[src/rtl/tamper_pkg.sv]
package tamper_pkg;
  localparam logic [1:0] LVL_NONE = 2'd0;
  localparam logic [1:0] LVL_KEYS = 2'd1;
  localparam logic [1:0] LVL_FULL = 2'd2;

  // larger of two response levels
  function automatic logic [1:0] lvl_max(input logic [1:0] a, input logic [1:0] b);
    return (a > b) ? a : b;
  endfunction

  // configured checksum level to requested level (3 behaves as full)
  function automatic logic [1:0] csum_map(input logic [1:0] cfg);
    return (cfg == 2'd3) ? LVL_FULL : cfg;
  endfunction
endpackage

[src/rtl/tamper_qual.sv]
module tamper_qual #(
  parameter int W  = 4,
  parameter int QW = 4
) (
  input  logic          clk,
  input  logic          rst_n,
  input  logic [W-1:0]  raw_i,
  input  logic [QW-1:0] thr_i,
  output logic [W-1:0]  hit_o
);
  localparam logic [QW-1:0] CNT_MAX = '1;

  logic [QW-1:0] thr_m1;
  assign thr_m1 = (thr_i == '0) ? '0 : thr_i - 1'b1;

  for (genvar i = 0; i < W; i++) begin : g_ch
    logic s1, s2;
    logic [QW-1:0] cnt;
    always_ff @(posedge clk or negedge rst_n) begin
      if (!rst_n) begin
        s1  <= 1'b0;
        s2  <= 1'b0;
        cnt <= '0;
      end else begin
        s1 <= raw_i[i];
        s2 <= s1;
        if (!s2)                cnt <= '0;
        else if (cnt != CNT_MAX) cnt <= cnt + 1'b1;
      end
    end
    assign hit_o[i] = s2 && (cnt >= thr_m1);
  end
endmodule

[src/rtl/tamper_clear_seq.sv]
module tamper_clear_seq #(
  parameter int DEPTH = 16,
  parameter int AW    = $clog2(DEPTH)
) (
  input  logic          clk,
  input  logic          rst_n,
  input  logic          go_i,
  output logic          we_o,
  output logic [AW-1:0] addr_o,
  output logic          done_o
);
  localparam logic [AW-1:0] LAST = AW'(DEPTH - 1);

  typedef enum logic [1:0] {SQ_IDLE, SQ_RUN, SQ_DONE} sq_e;
  sq_e st;

  always_ff @(posedge clk or negedge rst_n) begin
    if (!rst_n) begin
      st     <= SQ_IDLE;
      addr_o <= '0;
    end else begin
      case (st)
        SQ_IDLE: if (go_i) begin
          st     <= SQ_RUN;
          addr_o <= '0;
        end
        SQ_RUN: begin
          if (addr_o == LAST) st <= SQ_DONE;
          else                addr_o <= addr_o + 1'b1;
        end
        default: st <= SQ_DONE;
      endcase
    end
  end

  assign we_o   = (st == SQ_RUN);
  assign done_o = (st == SQ_DONE);
endmodule

[src/rtl/tamper_resp_ctrl.sv]
module tamper_resp_ctrl
  import tamper_pkg::*;
#(
  parameter int NS        = 4,
  parameter int NP        = 2,
  parameter int QW        = 4,
  parameter int CLR_DEPTH = 16,
  parameter int KW        = 64,
  parameter int DW        = 32,
  parameter int AW        = $clog2(CLR_DEPTH)
) (
  input  logic          clk,
  input  logic          rst_n,
  input  logic [NS-1:0] die_sens_i,
  input  logic [NP-1:0] sd_pin_i,
  input  logic          csum_bad_i,
  input  logic [QW-1:0] qual_thr_i,
  input  logic          cfg_we_i,
  input  logic [1:0]    cfg_wlvl_i,
  output logic [1:0]    cfg_level_o,
  input  logic          supply_sel_i,
  input  logic [KW-1:0] key_raw_i,
  output logic [KW-1:0] key_rdata_o,
  input  logic [DW-1:0] ram_raw_i,
  output logic [DW-1:0] ram_rdata_o,
  output logic          key_zero_o,
  output logic          ram_we_o,
  output logic [AW-1:0] ram_addr_o,
  output logic [DW-1:0] ram_wdata_o,
  output logic          ram_done_o,
  output logic          pwr_vcc_en_o,
  output logic          pwr_bat_en_o,
  output logic          irq_o,
  output logic [2:0]    cause_o,
  output logic [1:0]    level_o
);
  localparam int NT = NS + NP + 1;

  // qualified source flags, one per input line
  logic [NT-1:0] hit;
  tamper_qual #(.W(NT), .QW(QW)) u_qual (
    .clk   (clk),
    .rst_n (rst_n),
    .raw_i ({csum_bad_i, sd_pin_i, die_sens_i}),
    .thr_i (qual_thr_i),
    .hit_o (hit)
  );

  // named internal events
  logic       sens_hit, pin_hit, csum_hit, evt_now;
  logic [1:0] req_lvl, lvl_q, cfg_q;
  logic       seen_q, zero_q, clr_go, sweep_done;

  assign sens_hit = |hit[NS-1:0];
  assign pin_hit  = |hit[NS+NP-1:NS];
  assign csum_hit = hit[NT-1];
  assign evt_now  = sens_hit | pin_hit | csum_hit;

  always_comb begin
    req_lvl = LVL_NONE;
    if (sens_hit) req_lvl = lvl_max(req_lvl, LVL_KEYS);
    if (csum_hit) req_lvl = lvl_max(req_lvl, csum_map(cfg_q));
    if (pin_hit)  req_lvl = lvl_max(req_lvl, LVL_FULL);
  end

  always_ff @(posedge clk or negedge rst_n) begin
    if (!rst_n) begin
      lvl_q   <= LVL_NONE;
      zero_q  <= 1'b0;
      seen_q  <= 1'b0;
      cause_o <= 3'b000;
      cfg_q   <= LVL_KEYS;
    end else begin
      zero_q <= (lvl_q == LVL_NONE) && (req_lvl != LVL_NONE);
      lvl_q  <= lvl_max(lvl_q, req_lvl);
      if (evt_now && !seen_q) begin
        seen_q  <= 1'b1;
        cause_o <= {csum_hit, pin_hit, sens_hit};
      end
      if (cfg_we_i && !seen_q && !evt_now) cfg_q <= cfg_wlvl_i;
    end
  end

  assign clr_go = (lvl_q == LVL_FULL);

  tamper_clear_seq #(.DEPTH(CLR_DEPTH), .AW(AW)) u_clr (
    .clk    (clk),
    .rst_n  (rst_n),
    .go_i   (clr_go),
    .we_o   (ram_we_o),
    .addr_o (ram_addr_o),
    .done_o (sweep_done)
  );

  assign ram_wdata_o  = '0;
  assign ram_done_o   = sweep_done;
  assign key_zero_o   = zero_q;
  assign level_o      = lvl_q;
  assign irq_o        = seen_q;
  assign cfg_level_o  = cfg_q;
  assign pwr_vcc_en_o = !clr_go && !supply_sel_i;
  assign pwr_bat_en_o = !clr_go && supply_sel_i;
  assign key_rdata_o  = (lvl_q != LVL_NONE) ? '0 : key_raw_i;
  assign ram_rdata_o  = (clr_go && !sweep_done) ? '0 : ram_raw_i;
endmodule

[config.mk]
export PLATFORM = sky130hd
export DESIGN_NAME = tamper_resp_ctrl
export DESIGN_NICKNAME = d
export VERILOG_FILES = /design/src/rtl/tamper_pkg.sv /design/src/rtl/tamper_qual.sv /design/src/rtl/tamper_clear_seq.sv /design/src/rtl/tamper_resp_ctrl.sv
export SDC_FILE = /design/constraint.sdc
export NUM_CORES = 1
export LEC_CHECK = 0
export ABC_AREA = 1
export BUFFER_PORTS_ARGS = -buffer_cell sky130_fd_sc_hd__buf_2
export CORE_ASPECT_RATIO = 1.5
export CORE_MARGIN = 5
export CORE_UTILIZATION = 25
export DETAILED_ROUTE_END_ITERATION = 10
export SLEW_MARGIN = 15
export SYNTH_ARGS = -nofsm -noshare
export SYNTH_HDL_FRONTEND = slang
export SYNTH_HIERARCHICAL = 1
export SYNTH_SLANG_ARGS = --single-unit
[constraint.sdc]
create_clock -name clk -period 3.74 [get_ports clk]
set_clock_uncertainty 0.2 [all_clocks]
set_input_delay 0.187 -clock clk [delete_from_list [all_inputs] [get_ports clk]]
set_output_delay 0.187 -clock clk [all_outputs]
set_load 0.05 [all_outputs]
After elaboration in Yosys (flattened, before gate mapping). Cells that the tools add are included.

$add $sub $neg: 9. Multipliers: 0. Div/mod/pow operators: 0. $lt $le $gt $ge: 10. Equal/unequal tests: 22. Shift operators: 0. Mux-type cells: 29. Bitwise logic cells: 2. Reduce and logical (&&, ||, !) cells: 29.

Operator list (count): two-way mux 4 bit (17); two-way mux 64 bit (1); adder 4 x 1 -> 4 bit (second input constant) (8); two-way mux 32 bit (1); greater-or-equal comparator 4 bit (7); inequality test 4 bit (second input constant) (7); inequality test 2 bit (second input constant) (9); logical AND 1 bit (14); two-way mux 2 bit (7); case mux 4 bit (2 select lines) (1); == test 2 bit (second input constant) (3); nonzero test 2 bit (3); zero test 1 bit (5); == test 4 bit (second input constant) (1); > comparator 2 bit (2); zero test 2 bit (2); zero test 4 bit (1); case mux 2 bit (2 select lines) (1); OR reduction 4 bit (1); subtractor 4 x 1 -> 4 bit (second input constant) (1); AND reduction 3 bit (1); == test 2 x 1 -> 1 bit (second input constant) (1); > comparator 2 bit (second input constant) (1); inequality test 2 x 1 -> 1 bit (second input constant) (1); 4 further kinds (5).

Register bits after elaboration: 57. Latch bits: 0. Bits in writable memories: 0. Bits in read-only memories: 0. Input port bits: 113. Word-level logic and storage cells: 129. Memories kept: 0.

Logic depth before layout (Yosys ltp). Gate-level depths: netlist of run 1.

Depth after elaboration: 14. Gate-level depth with buffers: 26.

By module. The synthesis of run 1 kept the hierarchy.

Modules (own cells, without submodules): tamper_qual (instances 1, cells each 288, area each 2447.3 sq um, seq. area each 1051.0 sq um); tamper_resp_ctrl (instances 1, cells each 313, area each 1607.8 sq um, seq. area each 226.5 sq um); tamper_clear_seq (instances 1, cells each 37, area each 300.3 sq um, seq. area each 150.1 sq um).

Worst setup path before layout of run 1. No wires, ideal clock.

Path type: input to register. From: input port qual_thr_i[1]. To: register lvl_q[0] (netlist: level_o[0]). Library setup time: 119 ps. Data arrival time: 2717 ps. Setup slack: 704 ps. Stages: 23. Cell sequence: or2_4 mux2i_1 ha_1 nand2_1 inv_1 nand2_1 nand3_1 nand2_1 inv_1 nor2_1 and2_1 ha_1 inv_1 nand2_1 nand2_1 nand2_1 nand2_1 nor2_1 ha_1 nand2_1 nand2_1 nand4_1 nand2_1.

Longest elaborated chain between the ends: 13. Elaborated cells on any way between the ends: 27. Classes of those cells: add/sub (1); order compare (10); mux (6); reduce/logical (10).

Ends and longest elaborated chain: start: declaration (line tamper_resp_ctrl.sv:17) `input logic [QW-1:0] qual_thr_i,`; subtractor 4 x 1 -> 4 bit / zero test 4 bit (equally long branches) (line tamper_qual.sv:14) `assign thr_m1 = (thr_i == '0) ? '0 : thr_i - 1'b1;`; two-way mux 4 bit (*) (line tamper_qual.sv:14); greater-or-equal comparator 4 bit (*) (line tamper_qual.sv:31) `assign hit_o[i] = s2 && (cnt >= thr_m1);`; logical AND 1 bit (*) (line tamper_qual.sv:31); via hit[1] (line tamper_resp_ctrl.sv:40) `logic [NT-1:0] hit;`; OR reduction 4 bit (*) (line tamper_resp_ctrl.sv:54) `assign sens_hit = |hit[NS-1:0];`; two-way mux 1 bit (*) (line tamper_resp_ctrl.sv:61) `if (sens_hit) req_lvl = lvl_max(req_lvl, LVL_KEYS);`; > comparator 2 bit (line tamper_pkg.sv:8) `return (a > b) ? a : b;`; two-way mux 2 bit (line tamper_pkg.sv:8); two-way mux 2 bit (*) (line tamper_resp_ctrl.sv:62) `if (csum_hit) req_lvl = lvl_max(req_lvl, csum_map(cfg_q));`; > comparator 2 bit (line tamper_pkg.sv:8); two-way mux 2 bit (line tamper_pkg.sv:8); two-way mux 2 bit (*) (line tamper_resp_ctrl.sv:63) `if (pin_hit) req_lvl = lvl_max(req_lvl, LVL_FULL);`; via req_lvl[0] (line tamper_resp_ctrl.sv:51) `logic [1:0] req_lvl, lvl_q, cfg_q;`; > comparator 2 bit (line tamper_pkg.sv:8); end signal: assignment (line tamper_resp_ctrl.sv:75) `lvl_q <= lvl_max(lvl_q, req_lvl);`; end: declaration (line tamper_resp_ctrl.sv:51).

The timed path passes the listed nets; every way through them passes the cells marked *. A chain may end at the register's enable or synchronous reset.

Worst setup path in the final report of run 1. Ends and elaborated chain as after synthesis.

==> results of run 1 <==
## worst paths after layout
check,start,to,cells after the start
max,qual_thr_i[1],level_o[0],25
min,cfg_we_i,cfg_level_o[1],6
max reg2reg,u_qual/g_ch[1].cnt[3],level_o[0],19
min reg2reg,u_qual/g_ch[5].s1,u_qual/g_ch[5].s2,0
max in group asynchronous,rst_n,cause_o[2],3
min in group asynchronous,rst_n,u_qual/g_ch[2].s1,2
## area by class of cell
type	count	area, µm²
clock buffer	11	243
clock inverter	5	103
fill	1846	11200
inverter	174	653
multi-input combinational	396	2050
sequential	57	1430
tap	213	267
timing repair buffer	245	1310
## Yosys cell counts (2+ instances only)
cell,n
nand4_1,9
nand3_2,7
nand3_1,39
nand2_1,129
inv_1,164
buf_6,8
nor2_4,2
ha_1,39
buf_4,33
nor2_2,3
o21ai_0,9
clkinv_1,2
dfrtp_1,56
nor2_1,82
a21oi_1,17
nor3_1,7
inv_2,8
o21ai_1,16
## through the flow
step	worst slack (ns)	instance area [µm²]	total power, mW
after global routing	0.360	6050	3.73
final	0.718	6050	3.53
after CTS	0.692	6050	3.58
after detailed placement	0.338	5580	2.61
after global placement	0.407	5580	2.61
after floorplan	0.704	4470	2.23
## report_power, final
part	switching (mW)	leakage, nW	internal, mW
logic	1.49	3.05	0.391
registers	0.0460	0.706	0.659
clock network	0.278	0.166	0.667
## sequential cells by signal, indices dropped and copies added (netlist names)
signal           count
u_qual/g_ch.s2       7
u_clr/st             2
cfg_level_o          2
u_clr/addr_o         4
u_qual/g_ch.s1       7
u_qual/g_ch.cnt     28
cause_o              3
level_o              2
irq_o                1
key_zero_o           1
## what timing repair did
item	CTS	global route
hold buffers	12	0
buffers inserted	0	0
hold endpoints to repair	35	0
## kinds of logic after synthesis
family,Yosys count,share of synthesized area (%)
simple gates,281,27.8
compound gates,42,4.83
flops,57,32.8
xor+xnor,1,0.201
buf+inv,216,22.9
fa+ha+maj,39,11.2
other cells,1,0.0861
mux,1,0.230
## metal layers
| metal | vias to the layer above | routed length, µm | GRT usage (%) |
|---|---|---|---|
| met4 | 0 | 127 | 3.59 |
| met1 | 1919 | 4930 | 13.3 |
| met2 | 167 | 6260 | 20.4 |
| li1 | 2321 | - | - |
| met5 | - | 0 | 0 |
| met3 | 8 | 1190 | 4.21 |
## cell usage in the layout (no fill, tap or decap), types with 2 or more instances in the layout
cell type      instances
o21ai_1               16
dlygate4sd3_1         12
buf_4                  8
nand2_1              128
bufinv_16              3
nor2_2                 3
a21oi_1               17
clkbuf_16              9
dfrtp_1               56
buf_2                225
inv_2                  8
o21ai_0                9
nand4_1                9
nor3_1                 7
conb_1                32
inv_1                164
nor2_4                 2
nand3_2                7
nor2_1                82
ha_1                  39
nand3_1               39
clkinv_1               2
nand2_2                2
## critical path, delay by kind of cell
family                   cells  cell delay [ns]
adder cells (fa/ha/maj)      3             0.73
multiplexers                 1             0.33
buffers and inverters        5             0.46
AND/OR/NAND/NOR             16             1.33
==> results.yml, run 1 <==
setup_path:
  slowest_stage: "mux2i_1"
  cp_max_fo: 4
  worst_path_most_repeated_cell: "nand2_1"
  reg2reg_slack_ns: 0.88
  cp-end-kind: "register"
  crit_path_max_incr_delay_ns: 0.33
  path_class: "input pin to register"
  start_kind: "input pin"
  cp.required_ns: 3.76
  cp.arrival_ns: 3.04
drt:
  drt_wl_total_mm: 12.5
  via_per_inst: 4.01
  drcViolationCount: 0
  first_iter_violations: 188
  wire_per_inst_um: 11.4
  routed-via-count: 4415
  first_pass_iters: 5
  detail-route-antenna-nets: 0
synthesis:
  synth_area_leader_cell: "dfrtp_1"
  synthCells: 638
  synth_warnings: 6
  synth_top_area_share_pct: 32.2
  synth_area_leaders: "dfrtp_1 32%, inv_1 14%, ha_1 11%"
  netlist_area_um2: 4360
  avgSynthCellArea_um2: 6.83
  yosysSeqAreaShare_pct: 32.8
  synth_ff_type: "dfrtp_1"
  synth-edff-count: 0
  async_flop_share_pct: 100
  synth_cell_types: 26
  ys_ff_latch: 57
timing:
  hold_ws_ns: 0.0491
  hold_violations: 0
  setup_tns_ns: 0
  slew-limit-headroom_pct: 38.6
  rsz0062_at_grt: "false"
  tightestPinTransition_ns: 0.920
  drv_slew: 0
  fin_crit_ns: 3.02
  setup_viol: 0
  fmax_mhz: 331
  timing.final.crit_share_pct: 80.8
finish:
  n_antenna_cell: 0
  syn_to_final_growth_pct: 38.9
  drive_gt1_share_pct: 30.6
  final_cells: 1101
  nets: 1035
  post-route-util_pct: 35.0
power:
  p_per_area_nw_per_um2: 584
  vdd_drop_max_uv: 359
  p_leak_nw: 3.93
clock_tree:
  cts_resized: 0
  numCtsBuffers: 9
  clock_sinks: 57
  clk_pin_slew_worst_paths_ns: 0.05
  clockRootBuffer: "clkbuf_16"
  clock_path_buffers: 2
  cts_tree: "built"
  clock_latency_ns: 0.33
  cts_max_level: 3
global_route:
  grt_pass1_wl_mm: 19.4
  first_global_vias: 4006
  grt_max_degree: 36
  gr-total-overflow: 0
  antenna_found_initial: 0
  grt_usage_pct: 11.6
floorplan:
  die_y_um: 172
  core_um2: 17300
  io_pins: 258
  die_area_um2: 20200
  initial_core_util_pct: 25.2
  die_w_um: 118
  rows: 59
job:
  drv_cap: 0
status:
  status: "complete, no violations"
place:
  portBuffers: 225
  gp_congestion: 0.787
  dp_hpwl_mm: 10.5
  dp_cells: 1073
worst_hold_path:
  hold_class: "input pin to register"
Power figures use the tool's default switching activity.
==> run 2: changes to the inputs <==
- clock period: 3.74 -> 2.8 ns (I/O delays scaled with it)
==> results.yml, run 2 (synthesized netlist as in run 1, its figures left out) <==
setup_path:
  start_kind: "input pin"
  cp_max_fo: 4
  crit_path_max_incr_delay_ns: 0.28
  cp.arrival_ns: 2.87
  cp.required_ns: 2.81
  r2r_start: "u_qual/g_ch[1].cnt[1]"
  crit_start: "qual_thr_i[1]"
  worst_path_most_repeated_cell: "nand2_2"
  cp-end-kind: "register"
  reg2reg_slack_ns: 0.02
  path_class: "input pin to register"
  reg2reg_depth: 21
  slowest_stage: "or2_4"
finish:
  final_cells: 1148
  largest_reg_flops: 28
  top_regs: "u_qual/g_ch.cnt (28), u_qual/g_ch.s1 (7), u_qual/g_ch.s2 (7)"
  post-route-util_pct: 38.5
  syn_to_final_growth_pct: 52.9
  n_antenna_cell: 0
  num-fill-cells: 1779
  top_register: "u_qual/g_ch.cnt"
  final_cell_mix: "223 x buf_2, 159 x inv_1, 114 x nand2_1"
  fin_area_um2: 6660
  nets: 1082
  drive_gt1_share_pct: 38.8
  final_common_cell: "buf_2"
worst_hold_path:
  whs_path_depth: 0
  hold_class: "register to register"
  hp-start: "u_qual/g_ch[4].s1"
power:
  p_leak_nw: 4.17
  p_total_mw: 4.82
  vdd_drop_max_uv: 492
  p_per_area_nw_per_um2: 724
global_route:
  grt_max_degree: 65
  antenna_found_initial: 0
  grt_usage_pct: 13.2
  grt_pass1_wl_mm: 22.2
  first_global_vias: 4740
  gr-total-overflow: 0
clock_tree:
  clock_path_buffers: 2
  clock_sinks: 57
  cts_tree: "built"
  clock_latency_ns: 0.33
  numCtsBuffers: 9
  clockRootBuffer: "clkbuf_16"
  clk_pin_slew_worst_paths_ns: 0.05
  cts_max_level: 3
place:
  dp_slack_ns: -0.506
  gp_congestion: 0.801
  portBuffers: 225
  dp_cells: 1097
  dp_hpwl_mm: 10.6
  placed_area_um2: 5810
drt:
  wire_per_inst_um: 11.7
  routed-via-count: 4685
  first_iter_violations: 114
  via_per_inst: 4.08
  first_pass_iters: 4
  detail-route-antenna-nets: 0
  drt_wl_total_mm: 13.5
  drcViolationCount: 0
timing:
  slew-limit-headroom_pct: 54.7
  fin_ws_ns: -0.0518
  setup_tns_ns: -0.0783
  hold_violations: 0
  tightestPinTransition_ns: 0.679
  rsz0062_at_grt: "true"
  fin_crit_ns: 2.85
  drv_slew: 0
  fmax_mhz: 351
  hold_ws_ns: 0.145
  setup_viol: 2
  timing.final.crit_share_pct: 102
floorplan:
  die_w_um: 118
  core_um2: 17300
  rows: 59
  initial_core_util_pct: 25.2
  die_y_um: 172
  io_pins: 258
  die_area_um2: 20200
status:
  status: "finished, violations left"
  violations: "setup timing"
job:
  drv_cap: 0
run 2: cell types whose count changed in the layout (fill, tap and decap cells not counted), moves of 4 or more:
cell / previous run / this run
buf_4: 8 / 51
buf_6: 0 / 6
ha_1: 39 / 30
ha_4: 0 / 9
inv_1: 164 / 159
inv_2: 8 / 13
nand2_1: 128 / 114
nand2_2: 2 / 16
nor2_4: 2 / 6
run 2: cell type report:
class	instances	area, µm²	share of cell area [%]
inverter	174	653	9.81
clock inverter	5	53.8	0.808
timing repair buffer	292	1700	25.5
clock buffer	11	243	3.65
tap	213	267	4.00
sequential	57	1430	21.5
multi-input combinational	396	2320	34.8
run 2: layer usage:
metal | up-vias | wire length [µm] | share of wire (%) | track usage (%)
met2 | 188 | 7290 | 54 | 25.6
met1 | 2052 | 4680 | 35 | 13.2
met3 | 24 | 1140 | 8.5 | 4.01
met4 | 0 | 342 | 2.5 | 4.49
met5 | - | 0 | 0 | 0
li1 | 2421 | - | - | -
run 2: timing repair:
item                       4_1_cts  5_1_grt
gates resized for setup         15       40
hold buffers                    11        0
hold endpoints to repair        37        0
buffers inserted                20        7
setup endpoints to repair        2        9
pin swaps                       18       26
run 2: power by group:
group	leakage (nW)	total, mW	switching, mW	internal (mW)
Clock	0.150	1.07	0.363	0.709
Sequential	0.705	0.939	0.0589	0.881
Combinational	3.32	2.81	2.10	0.710
run 2: worst paths after layout:
| path | endpoint |
|---|---|
| max | level_o[0] |
| min | u_qual/g_ch[4].s2 |
| max reg2reg | level_o[0] |
| min reg2reg | u_qual/g_ch[4].s2 |
| max in group asynchronous | cfg_level_o[0] |
| min in group asynchronous | u_qual/g_ch[5].cnt[0] |
run 2: critical path: cells and delay by family:
family                   cells  cell delay, ns
adder cells (fa/ha/maj)      3            0.68
buffers and inverters        4            0.35
AND/OR/NAND/NOR             18            1.58
multiplexers                 1            0.13
